[src/rtl/shift_add_mul_pkg.sv]
package shift_add_mul_pkg;

  typedef enum logic {
    ST_IDLE = 1'b0,
    ST_RUN  = 1'b1
  } mul_state_t;

  function automatic int ceil_div(input int num, input int den);
    return (num + den - 1) / den;
  endfunction

endpackage

[src/rtl/mul_operands.sv]
module mul_operands #(
  parameter int A_W  = 8,
  parameter int B_W  = 8,
  parameter int STEP = 3
) (
  input  logic             clk,
  input  logic             rst_n,
  input  logic             load,
  input  logic             step,
  input  logic [A_W-1:0]   a_in,
  input  logic [B_W-1:0]   b_in,
  output logic [STEP-1:0]  low_bits,
  output logic [A_W+B_W-1:0] mcand,
  output logic             rest_zero
);
  import shift_add_mul_pkg::*;

  localparam int P_W = A_W + B_W;
  localparam int MW  = ceil_div(A_W, STEP) * STEP;

  logic [MW-1:0] mplier;
  logic [MW-1:0] mplier_rest;

  assign mplier_rest = mplier >> STEP;
  assign low_bits    = mplier[STEP-1:0];
  assign rest_zero   = (mplier_rest == '0);

  always_ff @(posedge clk or negedge rst_n) begin
    if (!rst_n) begin
      mplier <= '0;
      mcand  <= '0;
    end else if (load) begin
      mplier <= MW'(a_in);
      mcand  <= P_W'(b_in);
    end else if (step) begin
      mplier <= mplier_rest;
      mcand  <= mcand << STEP;
    end
  end

  // While stepping, the multiplier operand only ever loses set bits
  AST_MPLIER_DRAINS: assert property (@(posedge clk) disable iff (!rst_n)
    $past(step) && !$past(load) |-> ($countones(mplier) <= $countones($past(mplier))));

endmodule

[src/rtl/mul_ppsum.sv]
module mul_ppsum #(
  parameter int P_W  = 16,
  parameter int STEP = 3
) (
  input  logic [P_W-1:0]  acc,
  input  logic [P_W-1:0]  mcand,
  input  logic [STEP-1:0] bits,
  output logic [P_W-1:0]  sum
);

  logic [P_W-1:0] term [STEP];

  for (genvar g = 0; g < STEP; g++) begin : g_term
    assign term[g] = bits[g] ? (mcand << g) : '0;
  end

  always_comb begin
    sum = acc;
    for (int i = 0; i < STEP; i++) begin
      sum = sum + term[i];
    end
  end

endmodule

[src/rtl/mul_ctrl.sv]
module mul_ctrl (
  input  logic clk,
  input  logic rst_n,
  input  logic start,
  input  logic a_zero,
  input  logic b_zero,
  input  logic rest_zero,
  output logic load,
  output logic step,
  output logic ready,
  output logic done
);
  import shift_add_mul_pkg::*;

  mul_state_t state;
  logic       accept;

  assign ready  = (state == ST_IDLE);
  assign accept = start && ready;
  assign load   = accept;
  assign step   = (state == ST_RUN);

  always_ff @(posedge clk or negedge rst_n) begin
    if (!rst_n) begin
      state <= ST_IDLE;
      done  <= 1'b0;
    end else begin
      case (state)
        ST_IDLE: begin
          if (accept) begin
            if (a_zero || b_zero) begin
              done <= 1'b1;
            end else begin
              done  <= 1'b0;
              state <= ST_RUN;
            end
          end
        end
        ST_RUN: begin
          if (rest_zero) begin
            done  <= 1'b1;
            state <= ST_IDLE;
          end
        end
        default: state <= ST_IDLE;
      endcase
    end
  end

  AST_DONE_HOLDS: assert property (@(posedge clk) disable iff (!rst_n)
    done && !start |=> done);

  AST_DONE_RISE_CAUSE: assert property (@(posedge clk) disable iff (!rst_n)
    $rose(done) |-> $past(step) || $past(accept));

  AST_BUSY_NOT_DONE: assert property (@(posedge clk) disable iff (!rst_n)
    !ready |-> !done);

endmodule

[src/rtl/shift_add_mul.sv]
module shift_add_mul #(
  parameter int A_W  = 8,
  parameter int B_W  = 8,
  parameter int STEP = 3
) (
  input  logic               clk,
  input  logic               rst_n,
  input  logic               start_i,
  input  logic [A_W-1:0]     a_i,
  input  logic [B_W-1:0]     b_i,
  output logic               ready_o,
  output logic               done_o,
  output logic [A_W+B_W-1:0] product_o
);
  import shift_add_mul_pkg::*;

  localparam int P_W    = A_W + B_W;
  localparam int NSTEPS = ceil_div(A_W, STEP);
  localparam int CW     = $clog2(NSTEPS + 2);

  logic            load, step, rest_zero;
  logic [STEP-1:0] low_bits;
  logic [P_W-1:0]  mcand, acc, sum;

  mul_ctrl u_ctrl (
    .clk       (clk),
    .rst_n     (rst_n),
    .start     (start_i),
    .a_zero    (a_i == '0),
    .b_zero    (b_i == '0),
    .rest_zero (rest_zero),
    .load      (load),
    .step      (step),
    .ready     (ready_o),
    .done      (done_o)
  );

  mul_operands #(.A_W(A_W), .B_W(B_W), .STEP(STEP)) u_ops (
    .clk       (clk),
    .rst_n     (rst_n),
    .load      (load),
    .step      (step),
    .a_in      (a_i),
    .b_in      (b_i),
    .low_bits  (low_bits),
    .mcand     (mcand),
    .rest_zero (rest_zero)
  );

  mul_ppsum #(.P_W(P_W), .STEP(STEP)) u_sum (
    .acc   (acc),
    .mcand (mcand),
    .bits  (low_bits),
    .sum   (sum)
  );

  always_ff @(posedge clk or negedge rst_n) begin
    if (!rst_n) begin
      acc <= '0;
    end else if (load) begin
      acc <= '0;
    end else if (step) begin
      acc <= sum;
    end
  end

  assign product_o = acc;

  // Cycle counter used only by the latency-bound check
  logic [CW-1:0] run_cnt;
  always_ff @(posedge clk or negedge rst_n) begin
    if (!rst_n) begin
      run_cnt <= '0;
    end else if (load) begin
      run_cnt <= '0;
    end else if (step) begin
      run_cnt <= run_cnt + 1'b1;
    end
  end

  AST_LATENCY_BOUND: assert property (@(posedge clk) disable iff (!rst_n)
    !ready_o |-> (run_cnt < CW'(NSTEPS)));

  AST_ZERO_FAST: assert property (@(posedge clk) disable iff (!rst_n)
    start_i && ready_o && (a_i == '0 || b_i == '0) |=> done_o && ready_o && (product_o == '0));

  AST_PRODUCT_HELD: assert property (@(posedge clk) disable iff (!rst_n)
    done_o && !start_i |=> $stable(product_o));

endmodule

[config.mk]
export PLATFORM = sky130hd
export DESIGN_NAME = shift_add_mul
export DESIGN_NICKNAME = d
export VERILOG_FILES = /design/src/rtl/shift_add_mul_pkg.sv /design/src/rtl/mul_operands.sv /design/src/rtl/mul_ppsum.sv /design/src/rtl/mul_ctrl.sv /design/src/rtl/shift_add_mul.sv
export SDC_FILE = /design/constraint.sdc
export NUM_CORES = 1
export LEC_CHECK = 0
export BUFFER_PORTS_ARGS = -buffer_cell sky130_fd_sc_hd__buf_2
export CELL_PAD_IN_SITES_DETAIL_PLACEMENT = 0
export CELL_PAD_IN_SITES_GLOBAL_PLACEMENT = 1
export CORE_ASPECT_RATIO = 1.5
export CORE_MARGIN = 2
export CORE_UTILIZATION = 41
export DETAILED_ROUTE_END_ITERATION = 10
export PLACE_DENSITY = 0.73
export SLEW_MARGIN = 40
export SYNTH_ARGS = -nofsm -noshare
export SYNTH_HDL_FRONTEND = slang
export SYNTH_SLANG_ARGS = --single-unit
[constraint.sdc]
create_clock -name clk -period 3.5 [get_ports clk]
set_clock_uncertainty 0.05 [all_clocks]
set_input_delay 0 -clock clk [delete_from_list [all_inputs] [get_ports clk]]
set_output_delay 0 -clock clk [all_outputs]
set_load 0.1 [all_outputs]
======== After elaboration in Yosys (flattened, before gate mapping) ========
Index checks and enable logic that the tools add are counted.
W data, S select, Z words.
cells by class
  add/subtract/negate cells ............... 3
  $mul .................................... 0
  div/mod/pow operators ................... 0
  magnitude comparators ................... 0
  eq/ne operators ......................... 2
  shift operators ......................... 0
  mux-type cells .......................... 17
  bitwise operators ....................... 1
  reductions and logical operators ........ 7
operators with widths
  kind                  number
  $mux W16              7
  $add A16 B16 Y16      3
  $mux W9               2
  $logic_not A8 Y1      2
  $logic_not A9 Y1      1
  $mux W1               6
  $ne A2 B2 Y1 const B  2
  $pmux W1 S2           2
  $reduce_and A2 Y1     1
  $reduce_bool A2 Y1    1
  $logic_and A1 B1 Y1   1
  $logic_or A1 B1 Y1    1
  $not A1 Y1            1
storage, ports and cells
  register bits after elaboration ......... 43
  latch bits .............................. 0
  memory bits (writable) .................. 0
  memory bits (read-only) ................. 0
  input bits .............................. 19
  logic and storage cells ................. 35
  memories kept ........................... 0

======== Depth between registers and ports, before layout ========
Gate-level depths: netlist (run 1).
  depth in word-level cells ............... 6
  mapped depth ............................ 14

======== Modules after synthesis ========
Synthesis (run 1) repeated with hierarchy kept, for this count alone.
unflattened totals
  cell total of the unflattened synthesis .. 369
  area, all modules ....................... 3400.8 sq um
modules (own cells, without submodules)
  module         instances  cells each  area each (sq um)
  mul_ppsum      1          202         1546.5
  mul_operands   1          100         1067.3
  shift_add_mul  1          58          685.7
  mul_ctrl       1          9           101.3

======== Least setup slack after synthesis (run 1) ========
OpenSTA, ideal clock, no wires.
  path type ............................... reg-to-reg
  start ................................... reg acc[2] (netlist: product_o[2])
  end ..................................... reg acc[12] (netlist: product_o[12])
  arrival time ............................ 3.760 ns
  required time ........................... 3.327 ns
  slack ................................... -0.433 ns
  cell stages (with the launch flop) ...... 14
  path buffers ............................ 0
  clock period less this slack ............ 3.933 ns
  path through ............................ dfrtp_1 -> inv_1 -> fa_1 -> fa_1 -> inv_1 -> ha_1 -> inv_1 -> fa_1 -> nor2b_4 -> o21a_4 -> o21ai_4 -> a211oi_1 -> or3_1 -> a32o_1
on the way
  word-level cells in the longest chain between the ends .. 5
RTL lines
  element                        RTL line             text
  start: declaration             shift_add_mul.sv:23  logic [P_W-1:0] mcand, acc, sum;
  start signal: assignment       shift_add_mul.sv:63  acc <= sum;
  $add A16 B16 Y16 (3 in a row)  mul_ppsum.sv:20      sum = sum + term[i];
  $mux W16                       shift_add_mul.sv:62  end else if (step) begin
  $mux W16                       shift_add_mul.sv:60  end else if (load) begin
No other way between the ends. The select of a mux whose other input is x is not followed.
A chain may end at the register's enable or synchronous reset.

======== Worst setup path after layout (run 1) ========
  start ................................... reg u_ops.mplier[1]
  end ..................................... reg acc[12] (netlist: product_o[12])
on the way
  word-level cells in the longest chain between the ends .. 5
RTL lines
  element                        RTL line             text
  start: declaration             mul_operands.sv:21   logic [MW-1:0] mplier;
  start signal: assignment       mul_operands.sv:33   mplier <= MW'(a_in);
  start signal: assignment       mul_operands.sv:36   mplier <= mplier_rest;
  $mux W16                       mul_ppsum.sv:14      assign term[g] = bits[g] ? (mcand << g) : '0;
  $add A16 B16 Y16 (2 in a row)  mul_ppsum.sv:20
  $mux W16                       shift_add_mul.sv:62
  $mux W16                       shift_add_mul.sv:60
No other way between the ends. The select of a mux whose other input is x is not followed.

==> flow_metrics.tcl, run 1 <==
set metrics [dict create \
    end_kind "register" \
    drt_iter0_markers 77 \
    setup_slack_ns 0.125 \
    syn_avg_cell_area_sq_um 9.24 \
    synth_area_leaders "dfrtp_1, fa_1, nand2_1" \
    finalHoldViolCount 0 \
    worstSkewPairLatency_ns 0.29 \
    regToRegSetupSlack_ns 0.12 \
    place_inst 487 \
    power_leakage_uw 0.00187 \
    r2r-start "u_ops.mplier[1]$_DFFE_PN0P_" \
    rr_worst_depth 14 \
    drcViolationCount 0 \
    syn-cell-area_sq_um 3230 \
    drtPass1Iterations 4 \
    coreArea_sq_um 7610 \
    slew_headroom_pct 45.4 \
    num_vias 2667 \
    synth_edf_count 0 \
    antenna_found_initial 0 \
    crit_start "u_ops.mplier[1]$_DFFE_PN0P_" \
    cp_max_fo 5 \
    die_h_um 113 \
    startpoint_type "register" \
    grt_first_pass_wirelength_um 13500 \
    final_cell_mix "nand2_1, inv_1, buf_2" \
    min_to "u_ops.mplier[1]$_DFFE_PN0P_" \
    critical_path_class "reg2reg" \
    ios 37 \
    cts_sinks 42 \
    drv_cap 0 \
    die_x_um 76.5 \
    power.internal_uw 1950 \
    track_usage_pct 19.9 \
    min_period_ns 3.38 \
    power_frac_clock_pct 13.4 \
    hold_path_class "in2reg" \
    dp_hpwl_um 5930 \
    sw_frac_of_total_pct 51.1 \
    power_frac_seq_pct 23.2 \
    dieArea_sq_um 8630 \
    setup_viol 0 \
    grt_pass1_vias 2724 \
    cts.clk_slew.worst_paths_ns 0.06 \
    wl_per_cell_um 15.7 \
    io_buffers 36 \
    final_common_cell "nand2_1" \
    ys_seq_elements 42 \
    power_uw 4000 \
    vias_per_cell 5.16 \
    power_frac_comb_pct 63.4 \
    htree_levels 2 \
    p_switching_uw 2040 \
    layout.nets 476 \
    cp.required_ns 3.63 \
    drive_above_1_share_pct 22.9 \
    async_flop_share_pct 100 \
    grt_max_degree 43 \
    cts_tree "yes" \
    critPathArrivalTime_ns 3.50 \
    fin_cells 517 \
    synth_nets 412 \
    cts.root.buffer_cell "clkbuf_16" \
    worst_pin_slew_ns 0.819 \
    cts_buffers 5 \
    ctsLongestPathBuffers 2 \
    place_ws_ns 0.0414 \
    yosysTopAreaCell "dfrtp_1" \
    synth_cells 350 \
    synth_top_area_share_pct 32.5 \
    hold_depth 3 \
    grt_setup_unrepaired "yes" \
    area_growth_pct 25.2 \
    ir_drop_v 0.000612 \
    ys.flop_type "dfrtp_1" \
    fmax_ghz 0.296 \
    n_antenna_cell 0 \
    yosys_warnings 0 \
    gp_congestion 0.906 \
    finalCritPeriodShare_pct 96.4 \
    drv_slew 0 \
    status "finished, final reports clean" \
    min_from "a_i[1]" \
    gr-total-overflow 0 \
    power.density_nw_per_um2 988 \
    initial_core_util_pct 42.5 \
    synth_cell_type_count 44 \
    routed_wl_um 8120 \
    antenna_left 0 \
    worstReg2RegEnd "product_o[12]$_DFFE_PN0P_" \
    rows 39 \
    ys_seq_area_share_pct 32.5 \
]
[power by group through the flow]
| stage | logic (uW) | registers [uW] | clock network, uW |
|---|---|---|---|
| 6_report | 2540 | 928 | 536 |
| 5_1_grt | 2810 | 963 | 567 |
| 4_1_cts | 2420 | 943 | 555 |
| 3_5_place_dp | 2400 | 951 | 0 |
| 3_3_place_gp | 2370 | 947 | 0 |
| 2_1_floorplan | 1410 | 1350 | 0 |
[stage by stage]
step	hold WS [ns]	util [%]	cell area [sq um]	setup TNS, ns
finish	0.00204	53.2	4050	0
global route	0.0393	53.2	4050	-0.0386
CTS	0.00665	51.6	3930	0
detailed placement	-0.0137	47.4	3610	0
global placement	0.165	47.4	3610	0
floorplan	-0.346	-	3260	0
[cells in the mapped netlist, types with 5 or more instances]
| cell type | instances |
|---|---|
| clkbuf_1 | 12 |
| o21ai_0 | 20 |
| a21o_1 | 5 |
| fa_1 | 28 |
| and2_1 | 6 |
| nand2_1 | 79 |
| inv_1 | 41 |
| a21oi_1 | 8 |
| nor2_1 | 11 |
| ha_1 | 15 |
| dfrtp_1 | 42 |
| mux2i_1 | 16 |
| xnor2_1 | 8 |
| o31ai_1 | 5 |
[metal layers]
metal	wire length (um)	part of all wire, %	vias up	track usage (%)
met4	264	3.3	0	8.00
met2	4340	53	54	36.5
met5	0	0	-	0
met1	3310	41	1315	23.4
met3	206	2.5	16	2.79
li1	-	-	1282	-
[kinds of logic (layout without fill, tap and decap cells)]
group	after synthesis	after routing	share of synthesized area, %
simple gates	113	113	15.0
compound gates	68	68	14.6
buf+inv	56	121	6.54
fa+ha+maj	43	43	23.1
flops	42	42	32.5
mux	16	16	4.95
xor+xnor	12	12	3.25
[worst max-delay path by stage]
stage                                            to  slack (ns)  cells after the start
after floorplan           product_o[12]$_DFFE_PN0P_       0.001                      9
after detailed placement  product_o[14]$_DFFE_PN0P_        0.04                     13
after global placement    product_o[12]$_DFFE_PN0P_        0.08                     13
after CTS                 product_o[14]$_DFFE_PN0P_       0.007                     13
final                     product_o[12]$_DFFE_PN0P_        0.12                     14
after global routing      product_o[11]$_DFFE_PN0P_       -0.02                     13
[area by class of cell]
type                       instances  area (sq um)
inverter                          42           158
fill                             754          3570
sequential                        42          1070
clock inverter                     2          37.5
clock buffer                       6           129
multi-input combinational        252          2010
timing repair buffer              71           508
tap                              102           128
[state kept, by name, indices dropped and copies added (netlist names)]
signal and flops:
product_o 16, u_ops.mcand 16, u_ops.mplier 8, u_ctrl.done 1, u_ctrl.step 1
[critical path, cell delays in order (launching register included)]
cell and delay [ns]:
dfrtp_2 0.40, buf_12 0.12, nand2_1 0.06, fa_1 0.50, fa_1 0.51, inv_1 0.05, ha_2 0.18, inv_2 0.06
fa_2 0.23, nor2b_4 0.05, o21a_4 0.20, o21ai_4 0.19, a211oi_2 0.10, or3_1 0.32, a32o_1 0.24
[what timing repair did]
item                                   CTS  global route
buffers inserted                         0             7
setup endpoints to repair                0             8
hold buffers                            15             0
gates resized for setup                  0            19
endpoints found under the hold margin   56             0
(Power assumes the default switching activity.)
==> run 2: changes to the inputs <==
- CAP_MARGIN: not set -> 0
- PLACE_DENSITY: 0.73 -> not set
- PLACE_DENSITY_LB_ADDON: not set -> 0.1
==> run 2 against run 1 <==
Effect of this change:
- power up 0.97%
- global-route usage up 0.33 points
- final area up 1.3%
- cell count up 0.97%
- non-clock buffer count up 5
- register-to-register slack worse by 0.04 ns
- critical path depth down 1
- utilization up 0.69 points
- clock power up 0.9%
- sequential share of layout area down 0.31 points
- first-iteration DRC count up 29%
- setup slack worse by 0.044 ns
- largest cell class unchanged
==> flow_metrics.tcl, run 2 (synthesized netlist as in run 1, its figures left out) <==
set metrics [dict create \
    gp_congestion 0.810 \
    ir_drop_v 0.000548 \
    dp_hpwl_um 5960 \
    crit_start "u_ops.mplier[1]$_DFFE_PN0P_" \
    grt_first_pass_wirelength_um 13700 \
    crit_path_end "product_o[14]$_DFFE_PN0P_" \
    antenna_found_initial 0 \
    grt_max_degree 54 \
    io_buffers 36 \
    drtPass1Iterations 4 \
    min_from "a_i[0]" \
    nFillCells 729 \
    r2r-start "u_ops.mplier[1]$_DFFE_PN0P_" \
    dieArea_sq_um 8630 \
    coreArea_sq_um 7610 \
    final_common_cell "nand2_1" \
    ctsLongestPathBuffers 2 \
    startpoint_type "register" \
    cts.clk_slew.worst_paths_ns 0.07 \
    drv_cap 0 \
    vias_per_cell 5.09 \
    die_x_um 76.5 \
    cts_buffers 5 \
    slew_headroom_pct 44.8 \
    critPathSlowestCell "fa_1" \
    status "finished, final reports clean" \
    cp.required_ns 3.63 \
    cts.root.buffer_cell "clkbuf_16" \
    drv_slew 0 \
    seq_area_sq_um 1080 \
    power_uw 4040 \
    initial_core_util_pct 42.5 \
    critPathMostFrequentCell "buf_4" \
    max_stage_delay_ns 0.55 \
    fmax_ghz 0.292 \
    min_period_ns 3.42 \
    grt_setup_unrepaired "yes" \
    place_inst 489 \
    finalHoldViolCount 0 \
    drt_iter0_markers 99 \
    area_growth_pct 26.8 \
    end_kind "register" \
    hold_depth 3 \
    drcViolationCount 0 \
    rows 39 \
    track_usage_pct 20.3 \
    setup_viol 0 \
    gr-total-overflow 0 \
    multiInputGateArea_sq_um 2050 \
    antenna_left 0 \
    critPathArrivalTime_ns 3.55 \
    regToRegSetupSlack_ns 0.08 \
    layout.nets 481 \
    power.density_nw_per_um2 985 \
    tns_ns 0 \
    critical_path_class "reg2reg" \
    grt_pass1_vias 2726 \
    worstSkewPairLatency_ns 0.29 \
    n_antenna_cell 0 \
    cp_max_fo 4 \
    cts_tree "yes" \
    finalCritPeriodShare_pct 97.7 \
    postLayoutCoreUtil_pct 53.8 \
    routed_wl_um 8330 \
    ios 37 \
    die_h_um 113 \
    htree_levels 2 \
    num_vias 2656 \
    cts_sinks 42 \
    worstReg2RegEnd "product_o[14]$_DFFE_PN0P_" \
    fin_cells 522 \
    rr_worst_depth 13 \
    crit_path_cell_trace "buf_4, buf_4, nand2_1, fa_1, fa_1, buf_4, fa_2, nor2b_4, o21a_4, o21ai_4, a21oi_2, or3_1, a32o_1" \
    wl_per_cell_um 16.0 \
    power_leakage_uw 0.00190 \
    hold_path_class "in2reg" \
    worst_pin_slew_ns 0.828 \
    drive_above_1_share_pct 26.0 \
    final_cell_mix "nand2_1, inv_1, buf_2" \
]
==> run 2: critical path: cells and delay by family, from the launching register on <==
kind | cells | cell delay, ns
AOI/OAI and AO/OA | 4 | 0.73
adders and majority gates | 3 | 1.22
buffers and inverters | 3 | 0.41
DFF | 1 | 0.40
and+or+nand+nor | 3 | 0.50
==> run 2: worst min-delay path by stage <==
| stage | endpoint | slack, ns |
|---|---|---|
| floorplan | product_o[0]$_DFFE_PN0P_ | -0.35 |
| global placement | u_ops.mplier[7]$_DFFE_PN0P_ | 0.17 |
| detailed placement | u_ops.mplier[6]$_DFFE_PN0P_ | -0.008 |
| CTS | u_ops.mplier[1]$_DFFE_PN0P_ | 0.01 |
| global route | u_ops.mplier[0]$_DFFE_PN0P_ | 0.01 |
| finish | u_ops.mplier[0]$_DFFE_PN0P_ | 0.02 |
==> run 2: per-stage QoR <==
step | cell area [sq um] | setup slack (ns) | hold WS, ns
2_1_floorplan | 3260 | 0.00128 | -0.346
3_3_place_gp | 3620 | 0.0313 | 0.173
3_5_place_dp | 3620 | 0.0101 | -0.00832
4_1_cts | 3950 | 0.0605 | 0.0139
5_1_grt | 4100 | -0.0375 | 0.0130
6_report | 4100 | 0.0801 | 0.0154
==> run 2: power breakdown <==
group / total, uW / leakage (uW) / switching, uW / internal [uW]
Clock: 541 / 0.0000771 / 204 / 337
Sequential: 899 / 0.000526 / 198 / 701
Combinational: 2600 / 0.00129 / 1670 / 926
Total: 4040 / 0.00190 / 2070 / 1960
==> run 2: cell type report <==
class	instances	area share [%]
Clock inverter	2	0.916
Multi-Input combinational cell	252	50.0
Timing Repair Buffer	76	12.7
Clock buffer	6	3.14
Tap cell	102	3.11
Sequential cell	42	26.3
Inverter	42	3.85
==> run 2: layer usage <==
metal	share of wire, %	up-vias	GRT usage [%]
li1	-	1299	-
met1	41	1305	24.2
met5	0	-	0
met2	55	45	38.1
met3	2.8	7	2.95
met4	1.1	0	5.21
==> run 2: timing repair <==
| action | 4_1_cts | 5_1_grt |
|---|---|---|
| hold buffers | 16 | 0 |
| gates resized for setup | 2 | 23 |
| pin swaps | 0 | 17 |
| buffers inserted | 0 | 9 |
| endpoints found under the setup margin | 2 | 5 |
| hold endpoints to repair | 56 | 0 |
==> run 3: changes to the inputs <==
- PLACE_DENSITY: not set -> 0.83
- PLACE_DENSITY_LB_ADDON: 0.1 -> not set
==> run 3 against run 2 <==
Effect of this change:
- the run now ends with hold timing left
- cell count down 1.7%
- non-clock buffer count down 9
- final area shrank 2.8%
- sequential power rose by 2%
- power down 3.1%
- die area unchanged
- highest routed layer unchanged
==> flow_metrics.tcl, run 3 (synthesized netlist as in run 1, its figures left out) <==
set metrics [dict create \
    final_cell_mix "nand2_1, inv_1, buf_2" \
    ctsLongestPathBuffers 2 \
    nFillCells 699 \
    critPathTopFamily "adder cells" \
    failed_checks "hold timing" \
    dieArea_sq_um 8630 \
    area_growth_pct 23.2 \
    critPathSlowestCell "fa_1" \
    critical_path_class "reg2reg" \
    die_x_um 76.5 \
    drcViolationCount 0 \
    finalHoldViolCount 2 \
    min_period_ns 3.38 \
    worstReg2RegEnd "product_o[14]$_DFFE_PN0P_" \
    routed_wl_um 8130 \
    htree_levels 2 \
    grt_max_degree 44 \
    hold_depth 3 \
    io_buffers 36 \
    crit_path_cell_trace "buf_2, nand2_1, fa_1, fa_1, inv_1, ha_1, nor3_2, nor2_1, o21ai_1, a21oi_2, or3_1, a32o_1" \
    dp_hpwl_um 5940 \
    tns_ns 0 \
    r2r-start "u_ops.mplier[2]$_DFFE_PN0P_" \
    min_to "u_ops.mcand[5]$_DFFE_PN0P_" \
    gr-total-overflow 0 \
    vias_per_cell 5.14 \
    worstSkewPairLatency_ns 0.29 \
    cts_buffers 5 \
    num_vias 2639 \
    critPathArrivalTime_ns 3.51 \
    end_kind "register" \
    gp_congestion 0.790 \
    final_common_cell "nand2_1" \
    initial_core_util_pct 42.5 \
    worst_pin_slew_ns 0.804 \
    cts.root.buffer_cell "clkbuf_16" \
    cts.clk_slew.worst_paths_ns 0.06 \
    power.density_nw_per_um2 982 \
    coreArea_sq_um 7610 \
    cp_max_fo 5 \
    grt_pass1_vias 2813 \
    max_stage_delay_ns 0.54 \
    drv_cap 0 \
    setup_slack_ns 0.122 \
    power_uw 3910 \
    drive_above_1_share_pct 23.6 \
    cp.required_ns 3.63 \
    crit_buf_inv 2 \
    status "finished with violations" \
    worst_hold_slack_ns -0.00505 \
    cts_sinks 42 \
    drtPass1Iterations 4 \
    antenna_found_initial 0 \
    die_h_um 113 \
    rows 39 \
    antenna_left 0 \
    regToRegSetupSlack_ns 0.12 \
    ir_drop_v 0.000449 \
    critPathMostFrequentCell "fa_1" \
    cts_tree "yes" \
    hold_path_class "in2reg" \
    layout.nets 472 \
    rr_worst_depth 12 \
    ios 37 \
    drv_slew 0 \
    grt_first_pass_wirelength_um 13500 \
    slew_headroom_pct 46.4 \
    setup_viol 0 \
    n_antenna_cell 0 \
    power_leakage_uw 0.00184 \
    wl_per_cell_um 15.8 \
    track_usage_pct 19.9 \
    fin_cells 513 \
    drt_iter0_markers 119 \
    fmax_ghz 0.296 \
    place_inst 485 \
    startpoint_type "register" \
    min_from "b_i[5]" \
    finalCritPeriodShare_pct 96.5 \
    place_ws_ns -0.0162 \
]
run 3: cell types whose count changed in the layout (fill, tap and decap cells not counted), sizes merged:
cell,delta
clkbuf,-1
clkinv,+2
dlygate4sd3,-3
bufinv,-1
buf,-6
run 3: per-stage QoR:
step	util [%]	cell area [sq um]
final	52.3	3980
after global routing	52.3	3980
after detailed placement	47.2	3590
after global placement	47.2	3590
after floorplan	-	3260
after CTS	50.9	3870
run 3: tightest hold or removal path: cells and delay by family:
kind | cells | cell delay (ns)
muxes | 1 | 0.06
AOI/OAI and AO/OA | 1 | 0.14
buffers and inverters | 1 | 0.09
run 3: worst max-delay path by stage:
stage                                start                         to  slack, ns  cells past startpoint
2_1_floorplan     product_o[9]$_DFFE_PN0P_  product_o[12]$_DFFE_PN0P_      0.001                      9
3_3_place_gp   u_ops.mplier[1]$_DFFE_PN0P_  product_o[12]$_DFFE_PN0P_       0.05                     13
3_5_place_dp   u_ops.mplier[1]$_DFFE_PN0P_  product_o[12]$_DFFE_PN0P_      -0.02                     13
4_1_cts        u_ops.mplier[2]$_DFFE_PN0P_  product_o[12]$_DFFE_PN0P_       0.06                     13
5_1_grt        u_ops.mplier[2]$_DFFE_PN0P_  product_o[14]$_DFFE_PN0P_      -0.04                     12
6_report       u_ops.mplier[2]$_DFFE_PN0P_  product_o[14]$_DFFE_PN0P_       0.12                     12
run 3: layout make-up:
type	instances	area, sq um	share of cell area, %
clock buffers	5	125	3.14
flip-flops and latches	42	1070	27.0
clock inverters	3	21.3	0.534
multi-input cells	252	2030	51.0
well taps	102	128	3.20
repair buffers	67	447	11.2
inverters	42	158	3.96
run 3: timing repair:
item | 4_1_cts | 5_1_grt
setup buffers | 0 | 7
pin swaps | 0 | 10
resized for setup | 2 | 17
endpoints found under the hold margin | 55 | 0
hold buffers | 13 | 0
setup endpoints to repair | 2 | 5
run 3: per-layer routing:
layer	part of all wire [%]	routed length [um]	GRT usage, %
met5	0	0	0
met4	3.3	271	9.82
met3	2.5	204	2.63
met2	56	4520	36.9
met1	39	3130	22.4
run 3: power by group:
group	switching, uW	total (uW)	leakage, uW	internal (uW)
registers	213	913	0.000528	700
logic	1640	2530	0.00124	887
clock network	207	471	0.0000698	264
